### src/rtl/mult_selftest.sv
module mult_selftest #(
  parameter int W = 4
) (
  input  logic         clk,
  input  logic         rst_n,
  input  logic         start,
  input  logic [1:0]   target_sel,
  input  logic [1:0]   sweep_mode,
  input  logic         manual_en,
  input  logic [W-1:0] man_a,
  input  logic [W-1:0] man_b,
  output logic [W-1:0] opa,
  output logic [W-1:0] opb,
  input  logic [2*W-1:0] prod_in,
  output logic [2*W-1:0] man_prod,
  output logic         busy,
  output logic         done,
  output logic         faulty
);
  localparam int P = 2 * W;

  logic         busy_q, done_q, faulty_q, fail_q;
  logic [P-1:0] cnt;
  logic [1:0]   mode_q, sel_q;
  logic [W-1:0] va, vb;
  logic [P-1:0] exp_u, exp_s, exp_p;
  logic         last, mismatch, accept;

  always_comb begin
    case (mode_q)
      2'd1: begin va = {2'b00, cnt[P-3:W]}; vb = cnt[W-1:0]; end
      2'd2: begin va = cnt[P-3:W-2]; vb = {2'b00, cnt[W-3:0]}; end
      default: begin va = cnt[P-1:W]; vb = cnt[W-1:0]; end
    endcase
  end

  assign last = (mode_q == 2'd1 || mode_q == 2'd2) ? (cnt == {2'b00, {(P-2){1'b1}}})
                                                   : (cnt == {P{1'b1}});
  assign exp_u = {{W{1'b0}}, va} * {{W{1'b0}}, vb};
  assign exp_s = {{W{va[W-1]}}, va} * {{W{vb[W-1]}}, vb};
  assign exp_p = (sel_q == 2'd3) ? exp_s : exp_u;
  assign mismatch = prod_in != exp_p;
  assign accept = !busy_q && start && target_sel != 2'd0;

  assign opa = busy_q ? va : (manual_en ? man_a : '0);
  assign opb = busy_q ? vb : (manual_en ? man_b : '0);
  assign man_prod = (!busy_q && manual_en) ? prod_in : '0;
  assign busy = busy_q;
  assign done = done_q;
  assign faulty = faulty_q;

  always_ff @(posedge clk or negedge rst_n) begin
    if (!rst_n) begin
      busy_q <= 1'b0; done_q <= 1'b0; faulty_q <= 1'b0; fail_q <= 1'b0;
      cnt <= '0; mode_q <= 2'd0; sel_q <= 2'd0;
    end else begin
      done_q <= 1'b0;
      if (accept) begin
        busy_q <= 1'b1; cnt <= '0; fail_q <= 1'b0; faulty_q <= 1'b0;
        mode_q <= sweep_mode; sel_q <= target_sel;
      end else if (busy_q) begin
        if (mismatch) fail_q <= 1'b1;
        if (last) begin
          busy_q <= 1'b0; done_q <= 1'b1; faulty_q <= fail_q | mismatch;
        end else begin
          cnt <= cnt + 1'b1;
        end
      end
    end
  end

  assert_done_single_R8: assert property (@(posedge clk) disable iff (!rst_n)
    done |=> !done);
  assert_done_on_fall_R8: assert property (@(posedge clk) disable iff (!rst_n)
    $fell(busy) |-> done);
  assert_first_vector_R3: assert property (@(posedge clk) disable iff (!rst_n)
    $rose(busy) |-> (opa == '0 && opb == '0));
  assert_verdict_held_R7: assert property (@(posedge clk) disable iff (!rst_n)
    (!busy && !start) |=> $stable(faulty));
  assert_bad_target_R2: assert property (@(posedge clk) disable iff (!rst_n)
    (!busy && start && target_sel == 2'd0) |=> !busy);
  assert_no_restart_R9: assert property (@(posedge clk) disable iff (!rst_n)
    (busy && $past(busy) && !done) |-> !(opa == '0 && opb == '0 && $past(opa) != '0 && !$rose(busy)));
  assert_manual_quiet_R10: assert property (@(posedge clk) disable iff (!rst_n)
    busy |-> man_prod == '0);
endmodule

### config.mk
export PLATFORM = sky130hd
export DESIGN_NAME = mult_selftest
export DESIGN_NICKNAME = d
export VERILOG_FILES = /design/src/rtl/mult_selftest.sv
export SDC_FILE = /design/constraint.sdc
export NUM_CORES = 1
export LEC_CHECK = 0
export ABC_CLOCK_PERIOD_IN_PS = 5400
export BUFFER_PORTS_ARGS = -buffer_cell sky130_fd_sc_hd__buf_2
export CORE_MARGIN = 2
export CORE_UTILIZATION = 45
export CTS_CLUSTER_SIZE = 30
export DETAILED_ROUTE_END_ITERATION = 8
export PLACE_DENSITY = 0.68
export SLEW_MARGIN = 0
export SYNTH_ARGS = -nofsm -noshare
export SYNTH_HDL_FRONTEND = slang
export SYNTH_SLANG_ARGS = --single-unit
export TNS_END_PERCENT = 30
### constraint.sdc
create_clock -name clk -period 5.4 [get_ports clk]
set_input_delay 0.81 -clock clk [delete_from_list [all_inputs] [get_ports clk]]
set_output_delay 0.81 -clock clk [all_outputs]
set_load 0.1 [all_outputs]
==> results.toml, run 1 <==
[cts]
cts_resized = 0
cts_setup_buffers = 0
clock-sinks = 16
cts_tree = "built"
cts.path.max_buffers = 2
root_buffer = "clkbuf_8"
cts-htree-levels = 1
clk_pin_slew_worst_paths_ns = 0.06
cts_buffers = 3
clock_latency_ns = 0.25
cts_hold_buf = 0

[final_layout]
mostFrequentLayoutCells = "buf_2 (42), inv_1 (25), nand2_1 (23), ha_1 (23)"
drive_above_1_share = 0.183
syn2layout_area_growth_pct = 14.5
layout.nets = 340
final_common_cell = "buf_2"
stdcell_area_sq_um = 2350
nFillCells = 434
diodes = 0

[global_route]
use_met2 = 0.323
overflow = 0
antenna_found_initial = 0
gr-usage-met1 = 0.271
grt-busiest-layer = "met2"
grt_pass1_vias = 1760
grt_pass1_wl_um = 7950
grt_start_max_net_pins = 17
track_usage = 0.192
gr-usage-met3 = 0.0197

[setup_path]
critPathMaxFanout = 10
timing.rr.start = "mode_q[0]"
crit_top_cell = "ha_1"
cp_top_family = "adder cells"
crit_required_ns = 5.58
start_kind = "register"
crit_slowest_cell = "or4b_1"
crit_type = "register to register"
arrival_ns = 4.99
r2r-end = "fail_q"
path_buf_inv = 2
end_kind = "register"
r2r_slack_ns = 0.60
slowest_delay_ns = 0.55
crit_chain = "inv_1 > ha_1 > nor2b_1 > a22o_1 > nand2_1 > fa_1 > fa_1 > inv_1 > ha_1 > ha_1 > a21oi_1 > a221oi_1 > or3_1 > or4b_1 > o2111a_2 > a21oi_2"
reg2reg_depth = 16

[synthesis]
yosysSeqAreaShare = 0.195
ys_types = 41
synth_nets = 299
syn_inst = 239
netlist_top_cells_area = "dfrtp_1 (20%), ha_1 (14%), fa_1 (13%)"
syn_area_sq_um = 2050
synth_fa_ha_area_frac = 0.267
synth_compound_area_frac = 0.157
synthFlopType = "dfrtp_1"
avgSynthCellArea_sq_um = 8.59
synth_xor_xnor_area_share = 0.0920
yosys_warnings = 0
ys_ff_latch = 16
synthSimpleGateAreaFrac = 0.216
synth-edff-count = 0
synth_top_area_cell = "dfrtp_1"
async_reset_ff_frac = 1.00
netlist.area_leader.share = 0.195
synth_top_family_by_area = "adder cells"
synthMuxAreaShare = 0.0146

[sta]
clock.fmax_mhz = 208
holdWs_ns = 0.469
worstMarginPinSlew_ns = 0.933
rsz0062_at_grt = "no"
hold_viol = 0
setup_ws_ns = 0.596
relSlewSlack = 0.377
fin_crit_sh = 0.890
fin_worst_skew_ns = 0.000474
drv_slew = 0
finalCriticalPeriod_ns = 4.80
setup_violations = 0
setup_tns_ns = 0

[route]
antenna_left = 0
vias = 1712
drc = 0
via_per_inst = 5.19
drt_iter0_markers = 50
wl_per_cell_um = 13.8
drt_wl_total_um = 4560
firstDrtPassIters = 4

[pwr]
finalPower_w = 0.000228
power_density_nw_per_um2 = 97.1
vdd_drop_max_mv = 0.131
p_leak_nw = 1.24

[floorplanning]
die_x_um = 71.5
initial_utilization = 0.468
die_area_sq_um = 5120
die_h_um = 71.5
io_pins = 43
core_sq_um = 4380
rows = 24

[placement]
post-place-ws_ns = 0.585
postPlaceCellArea_sq_um = 2310
place.gp.congestion = 0.894
portBuffers = 42
dp_hpwl_um = 3810

[job]
cap_violations = 0

[run_status]
status = "complete, no violations"

[worst_hold_path]
hold_path_class = "input port to async pin"
-- how the worst max path moves through the flow --
stage / endpoint / from / cells past startpoint
final: fail_q / mode_q[0] / 16
after global routing: fail_q / mode_q[0] / 16
after CTS: fail_q / mode_q[0] / 16
after global placement: faulty / mode_q[0] / 16
after detailed placement: faulty / mode_q[0] / 15
after floorplan: faulty / mode_q[0] / 16
-- cell families (layout without fill, tap and decap cells) --
kind of cell | after synthesis | after routing
simple gates | 85 | 85
compound gates | 47 | 47
fa+ha+maj | 36 | 36
buf+inv | 32 | 71
xor+xnor | 20 | 20
flops | 16 | 16
mux | 3 | 3
-- state kept, by name, summed over array words and instances (netlist names) --
| name | cells |
|---|---|
| cnt | 8 |
| mode_q | 2 |
| sel_q | 2 |
| busy | 1 |
| done | 1 |
| fail_q | 1 |
| faulty | 1 |
-- worst reg2reg max path: cells and delay by family, from the launching register on --
family,cells,cell delay [ns]
fa+ha+maj,5,2.10
flops,1,0.35
simple gates,4,1.32
compound gates,5,0.85
buf+inv,2,0.10
-- synth_stat cells (2+ instances only) --
cell type,n
inv_1,25
ha_1,23
nand2_1,23
dfrtp_1,16
nor2_1,16
and2_1,14
fa_1,13
o21ai_0,13
xor2_1,13
clkbuf_1,7
a21oi_1,6
a22o_1,6
nand3_1,6
nor2b_1,6
xnor2_1,6
nand2b_1,5
a211oi_1,4
a21o_1,4
mux2i_1,3
nand4_1,3
or3_1,3
a21oi_2,2
and3_1,2
nand3b_1,2
o211ai_1,2
-- power breakdown --
part,switching [W],total [W],leakage [nW],internal (W)
logic,0.00000954,0.0000195,1.03,0.00000995
clock network,0.0000394,0.0000889,0.0216,0.0000495
registers,0,0.000120,0.182,0.000120
-- area by class of cell --
class	instances	area [sq um]	area share
Multi-Input combinational cell	191	1530	0.652
Sequential cell	16	400	0.170
Timing Repair Buffer	43	218	0.0926
Inverter	25	93.8	0.0399
Tap cell	52	65.1	0.0277
Clock buffer	3	41.3	0.0176
-- metal layers --
layer  share of wire  wire length [um]  up-vias
li1                -                 -      888
met1            0.50              2300      793
met2            0.46              2100       26
met3           0.026               118        5
met4          0.0088                40        0
met5               0                 0        -
-- through the flow --
step / cells / utilization
after floorplan: 239 / -
after global routing: 330 / 0.536
after detailed placement: 327 / 0.527
final: 330 / 0.536
after CTS: 330 / 0.536
after global placement: 327 / 0.527
No activity file was read; power rests on OpenSTA's default activity.
==> run 2, diff against run 1 <==
--- a/config.mk
+++ b/config.mk
@@ -6,12 +6,12 @@
 export NUM_CORES = 1
 export LEC_CHECK = 0
 export ABC_CLOCK_PERIOD_IN_PS = 5400
-export BUFFER_PORTS_ARGS = -buffer_cell sky130_fd_sc_hd__buf_2
 export CORE_MARGIN = 2
 export CORE_UTILIZATION = 45
+export CTS_BUF_LIST = sky130_fd_sc_hd__clkbuf_4
 export CTS_CLUSTER_SIZE = 30
 export DETAILED_ROUTE_END_ITERATION = 8
-export PLACE_DENSITY = 0.68
+export DONT_BUFFER_PORTS = 1
 export SLEW_MARGIN = 0
 export SYNTH_ARGS = -nofsm -noshare
 export SYNTH_HDL_FRONTEND = slang
==> results.toml, run 2 (synthesis results as in run 1) <==
[run_status]
status = "complete, no violations"

[route]
via_per_inst = 5.62
drc = 0
wl_per_cell_um = 15.6
routed-wl-met2_um = 2120
wl_met3_um = 217
firstDrtPassIters = 4
vias = 1624
antenna_left = 0
drt_wl_total_um = 4500
top_layer = "met4"
drt_iter0_markers = 61
wl_met1_um = 2130

[setup_path]
cp-startpoint = "mode_q[0]"
crit_required_ns = 5.61
r2r-end = "faulty"
start_kind = "register"
r2r_slack_ns = 0.62
timing.rr.start = "mode_q[0]"
endpoint = "faulty"
critPathMaxFanout = 10
end_kind = "register"
reg2reg_depth = 15
crit_type = "register to register"
arrival_ns = 5.00

[floorplanning]
rows = 24
die_area_sq_um = 5120
die_h_um = 71.5
core_sq_um = 4380
die_x_um = 71.5
initial_utilization = 0.468
io_pins = 43

[pwr]
p_sw_w = 0.0000359
p_leak_nw = 1.06
seqPwrFrac = 0.645
power_density_nw_per_um2 = 86.7
vdd_drop_max_mv = 0.117
internal_power_w = 0.000150
clkPwrFrac = 0.319
comb_power_share = 0.036
switching_share = 0.193

[global_route]
overflow = 0
antenna_found_initial = 0
grt_pass1_vias = 1663
grt_pass1_wl_um = 7730
grt_start_max_net_pins = 17
track_usage = 0.188

[final_layout]
stdcell_area_sq_um = 2140
layout.nets = 299
syn2layout_area_growth_pct = 4.27
drive_above_1_share = 0.0549
final_common_cell = "inv_1"
reg_top3 = "cnt: 8 flops, mode_q: 2 flops, sel_q: 2 flops"
largest_register_ffs = 8
mostFrequentLayoutCells = "inv_1 (25), nand2_1 (23), ha_1 (23)"
diodes = 0
largest-register = "cnt"

[sta]
fin_crit_sh = 0.886
worstMarginPinSlew_ns = 1.11
fin_worst_skew_ns = 0.00596
finalCriticalPeriod_ns = 4.78
holdWs_ns = 0.213
hold_viol = 0
relSlewSlack = 0.261
drv_slew = 0
setup_violations = 0
clock.fmax_mhz = 209
setup_tns_ns = 0
rsz0062_at_grt = "no"

[cts]
cts_setup_buffers = 0
cts_buffers = 3
cts.path.max_buffers = 2
cts-htree-levels = 1
clock_latency_ns = 0.28
cts_hold_buf = 0
root_buffer = "clkbuf_4"
cts_tree = "built"
clk_pin_slew_worst_paths_ns = 0.09
cts_resized = 0
clock-sinks = 16

[placement]
place.gp.congestion = 0.808
postPlaceCellArea_sq_um = 2120
portBuffers = 0
dp_hpwl_um = 3690

[worst_hold_path]
hold_path_class = "input port to async pin"

[job]
cap_violations = 0
## run 2: changes by cell type in the layout (fill, tap and decap cells not counted), sizes merged
cell  change
buf      -41
## run 2: cell type report
class,count,area [sq um]
timing repair buffer,2,15.0
sequential,16,400
tap,52,65.1
fill,430,2240
multi-input combinational,191,1540
clock buffer,3,22.5
inverter,25,93.8
## run 2: routing by layer
layer  up-vias  global-route usage
met5         -                   0
met1       766               0.274
met2        44               0.302
li1        810                   -
met4         0              0.0398
met3         4              0.0197
## run 2: power groups by stage
stage          Combinational (W)  Clock (W)  Sequential (W)
4_1_cts               0.00000664  0.0000624        0.000120
6_report              0.00000666  0.0000593        0.000120
3_5_place_dp          0.00000654          0        0.000122
3_3_place_gp          0.00000675          0        0.000122
2_1_floorplan         0.00000585          0        0.000122
5_1_grt               0.00000746  0.0000675        0.000120
## run 2: critical path, cell delays in order, from the launching register on
cell and delay, ns:
dfrtp_1 0.36, inv_1 0.06, ha_1 0.43, nor2_1 0.08
a21oi_1 0.44, nor2b_1 0.18, fa_1 0.49, fa_1 0.51
fa_1 0.43, ha_1 0.32, nand3_1 0.10, and4b_1 0.19
or3_1 0.35, or4b_1 0.51, o2111a_2 0.17, a21oi_2 0.11
## run 2: how the worst min path moves through the flow
stage | slack [ns] | end | from | depth (start not counted)
final | 0.21 | done | rst_n | 0
after global routing | 0.19 | cnt[5] | rst_n | 0
after CTS | 0.21 | cnt[3] | rst_n | 0
after detailed placement | 0.47 | sel_q[0] | sel_q[0] | 2
after global placement | 0.46 | sel_q[1] | sel_q[1] | 2
after floorplan | 0.45 | sel_q[1] | sel_q[1] | 2
## run 2: per-stage QoR
step	power, W	utilization	cells	setup WS [ns]
final	0.000186	0.488	289	0.618
after global routing	0.000195	0.488	289	0.282
after CTS	0.000189	0.488	289	0.604
after detailed placement	0.000129	0.483	286	0.655
after global placement	0.000129	0.483	286	0.672
after floorplan	0.000128	-	239	0.914
==> run 3, diff against run 2 <==
--- a/config.mk
+++ b/config.mk
@@ -7,7 +7,7 @@
 export LEC_CHECK = 0
 export ABC_CLOCK_PERIOD_IN_PS = 5400
 export CORE_MARGIN = 2
-export CORE_UTILIZATION = 45
+export CORE_UTILIZATION = 25
 export CTS_BUF_LIST = sky130_fd_sc_hd__clkbuf_4
 export CTS_CLUSTER_SIZE = 30
 export DETAILED_ROUTE_END_ITERATION = 8
==> results.toml, run 3 (synthesis results as in run 1) <==
[run_status]
status = "complete, no violations"

[route]
vias = 1657
top_layer = "met4"
drt_iter0_markers = 38
wl_met1_um = 2280
firstDrtPassIters = 4
via_per_inst = 4.85
wl_met3_um = 108
drt_wl_total_um = 4560
antenna_left = 0
routed-wl-met2_um = 2140
wl_per_cell_um = 13.3
drc = 0

[pwr]
power_density_nw_per_um2 = 87.4
clkPwrFrac = 0.344
seqPwrFrac = 0.622
switching_share = 0.216
internal_power_w = 0.000151
comb_power_share = 0.034
p_leak_nw = 1.05
p_sw_w = 0.0000416
vdd_drop_max_mv = 0.0801

[setup_path]
end_kind = "register"
crit_type = "register to register"
reg2reg_depth = 15
arrival_ns = 5.13
start_kind = "register"
crit_required_ns = 5.63
critPathMaxFanout = 10

[placement]
place.gp.congestion = 0.809
post-place-ws_ns = 0.482
dp_hpwl_um = 3800
portBuffers = 0

[global_route]
track_usage = 0.102
overflow = 0
grt_pass1_wl_um = 7390
grt_start_max_net_pins = 17
grt_pass1_vias = 1561
antenna_found_initial = 0

[floorplanning]
rows = 33
die_area_sq_um = 8950
core_sq_um = 8090
io_pins = 43
die_x_um = 94.6
initial_utilization = 0.254
die_h_um = 94.6

[cts]
clock_latency_ns = 0.30
cts_buffers = 3
cts_setup_buffers = 0
cts.path.max_buffers = 2
cts_resized = 0
cts-htree-levels = 1
root_buffer = "clkbuf_4"
cts_hold_buf = 0
clock-sinks = 16
clk_pin_slew_worst_paths_ns = 0.09
cts_tree = "built"

[final_layout]
reg_top3 = "cnt: 8 flops, mode_q: 2 flops, sel_q: 2 flops"
final_common_cell = "inv_1"
mostFrequentLayoutCells = "inv_1 (25), nand2_1 (23), ha_1 (23)"
drive_above_1_share = 0.0506
layout.nets = 298
diodes = 0
syn2layout_area_growth_pct = 7.31
largest-register = "cnt"
largest_register_ffs = 8

[sta]
setup_tns_ns = 0
fin_worst_skew_ns = 0.00302
fin_crit_sh = 0.907
clock.fmax_mhz = 204
hold_viol = 0
setup_violations = 0
rsz0062_at_grt = "no"
setup_ws_ns = 0.502
holdWs_ns = 0.194
relSlewSlack = 0.276
drv_slew = 0
finalCriticalPeriod_ns = 4.90
worstMarginPinSlew_ns = 1.09

[worst_hold_path]
hold_path_class = "input port to async pin"

[job]
cap_violations = 0
## run 3: changes by cell type in the layout (fill, tap and decap cells not counted)
cell / before / now
buf_4: 2 / 1
clkinv_1: 0 / 1
## run 3: metrics by stage
stage	total power, W	std cells	area [sq um]	util
2_1_floorplan	0.000128	239	2050	-
3_3_place_gp	0.000129	338	2180	0.269
3_5_place_dp	0.000129	338	2180	0.269
4_1_cts	0.000196	342	2200	0.272
5_1_grt	0.000200	342	2200	0.272
6_report	0.000193	342	2200	0.272
## run 3: path summary, 6_finish.rpt
path                       slack (ns)       from  endpoint
hold / removal                   0.19      rst_n    cnt[2]
hold reg to reg                  0.48   sel_q[1]  sel_q[1]
setup / recovery                 0.50  mode_q[0]    fail_q
setup reg to reg                 0.50  mode_q[0]    fail_q
min in group clk                 0.48   sel_q[1]  sel_q[1]
max in group asynchronous        5.14      rst_n      done
## run 3: worst max-delay path: stages (launching register included)
cell and delay (ns):
dfrtp_1 0.36, inv_1 0.06, ha_1 0.41, nor2_1 0.08, a21oi_1 0.53, nor2b_1 0.20
fa_1 0.50, fa_1 0.51, fa_1 0.53, ha_1 0.20, nand3_1 0.11, and4b_1 0.18
or3_1 0.34, or4b_1 0.52, o2111a_2 0.17, a21oi_2 0.12
## run 3: routing by layer
metal / GRT usage / vias to the layer above
met3: 0.00638 / 3
met2: 0.173 / 35
li1: - / 810
met5: 0 / -
met1: 0.143 / 809
met4: 0.0217 / 0
## run 3: layout make-up
cell class | count | area (sq um)
clock buffer | 3 | 22.5
clock inverter | 1 | 3.75
fill | 900 | 5890
inverter | 25 | 93.8
multi-input combinational | 191 | 1540
sequential | 16 | 400
tap | 105 | 131
timing repair buffer | 1 | 7.51
## run 3: power by group through the flow
stage / Combinational (W) / Sequential, W / Clock (W)
after floorplan: 0.00000585 / 0.000122 / 0
after global placement: 0.00000654 / 0.000122 / 0
after detailed placement: 0.00000656 / 0.000122 / 0
after CTS: 0.00000661 / 0.000120 / 0.0000695
after global routing: 0.00000713 / 0.000120 / 0.0000732
final: 0.00000659 / 0.000120 / 0.0000662
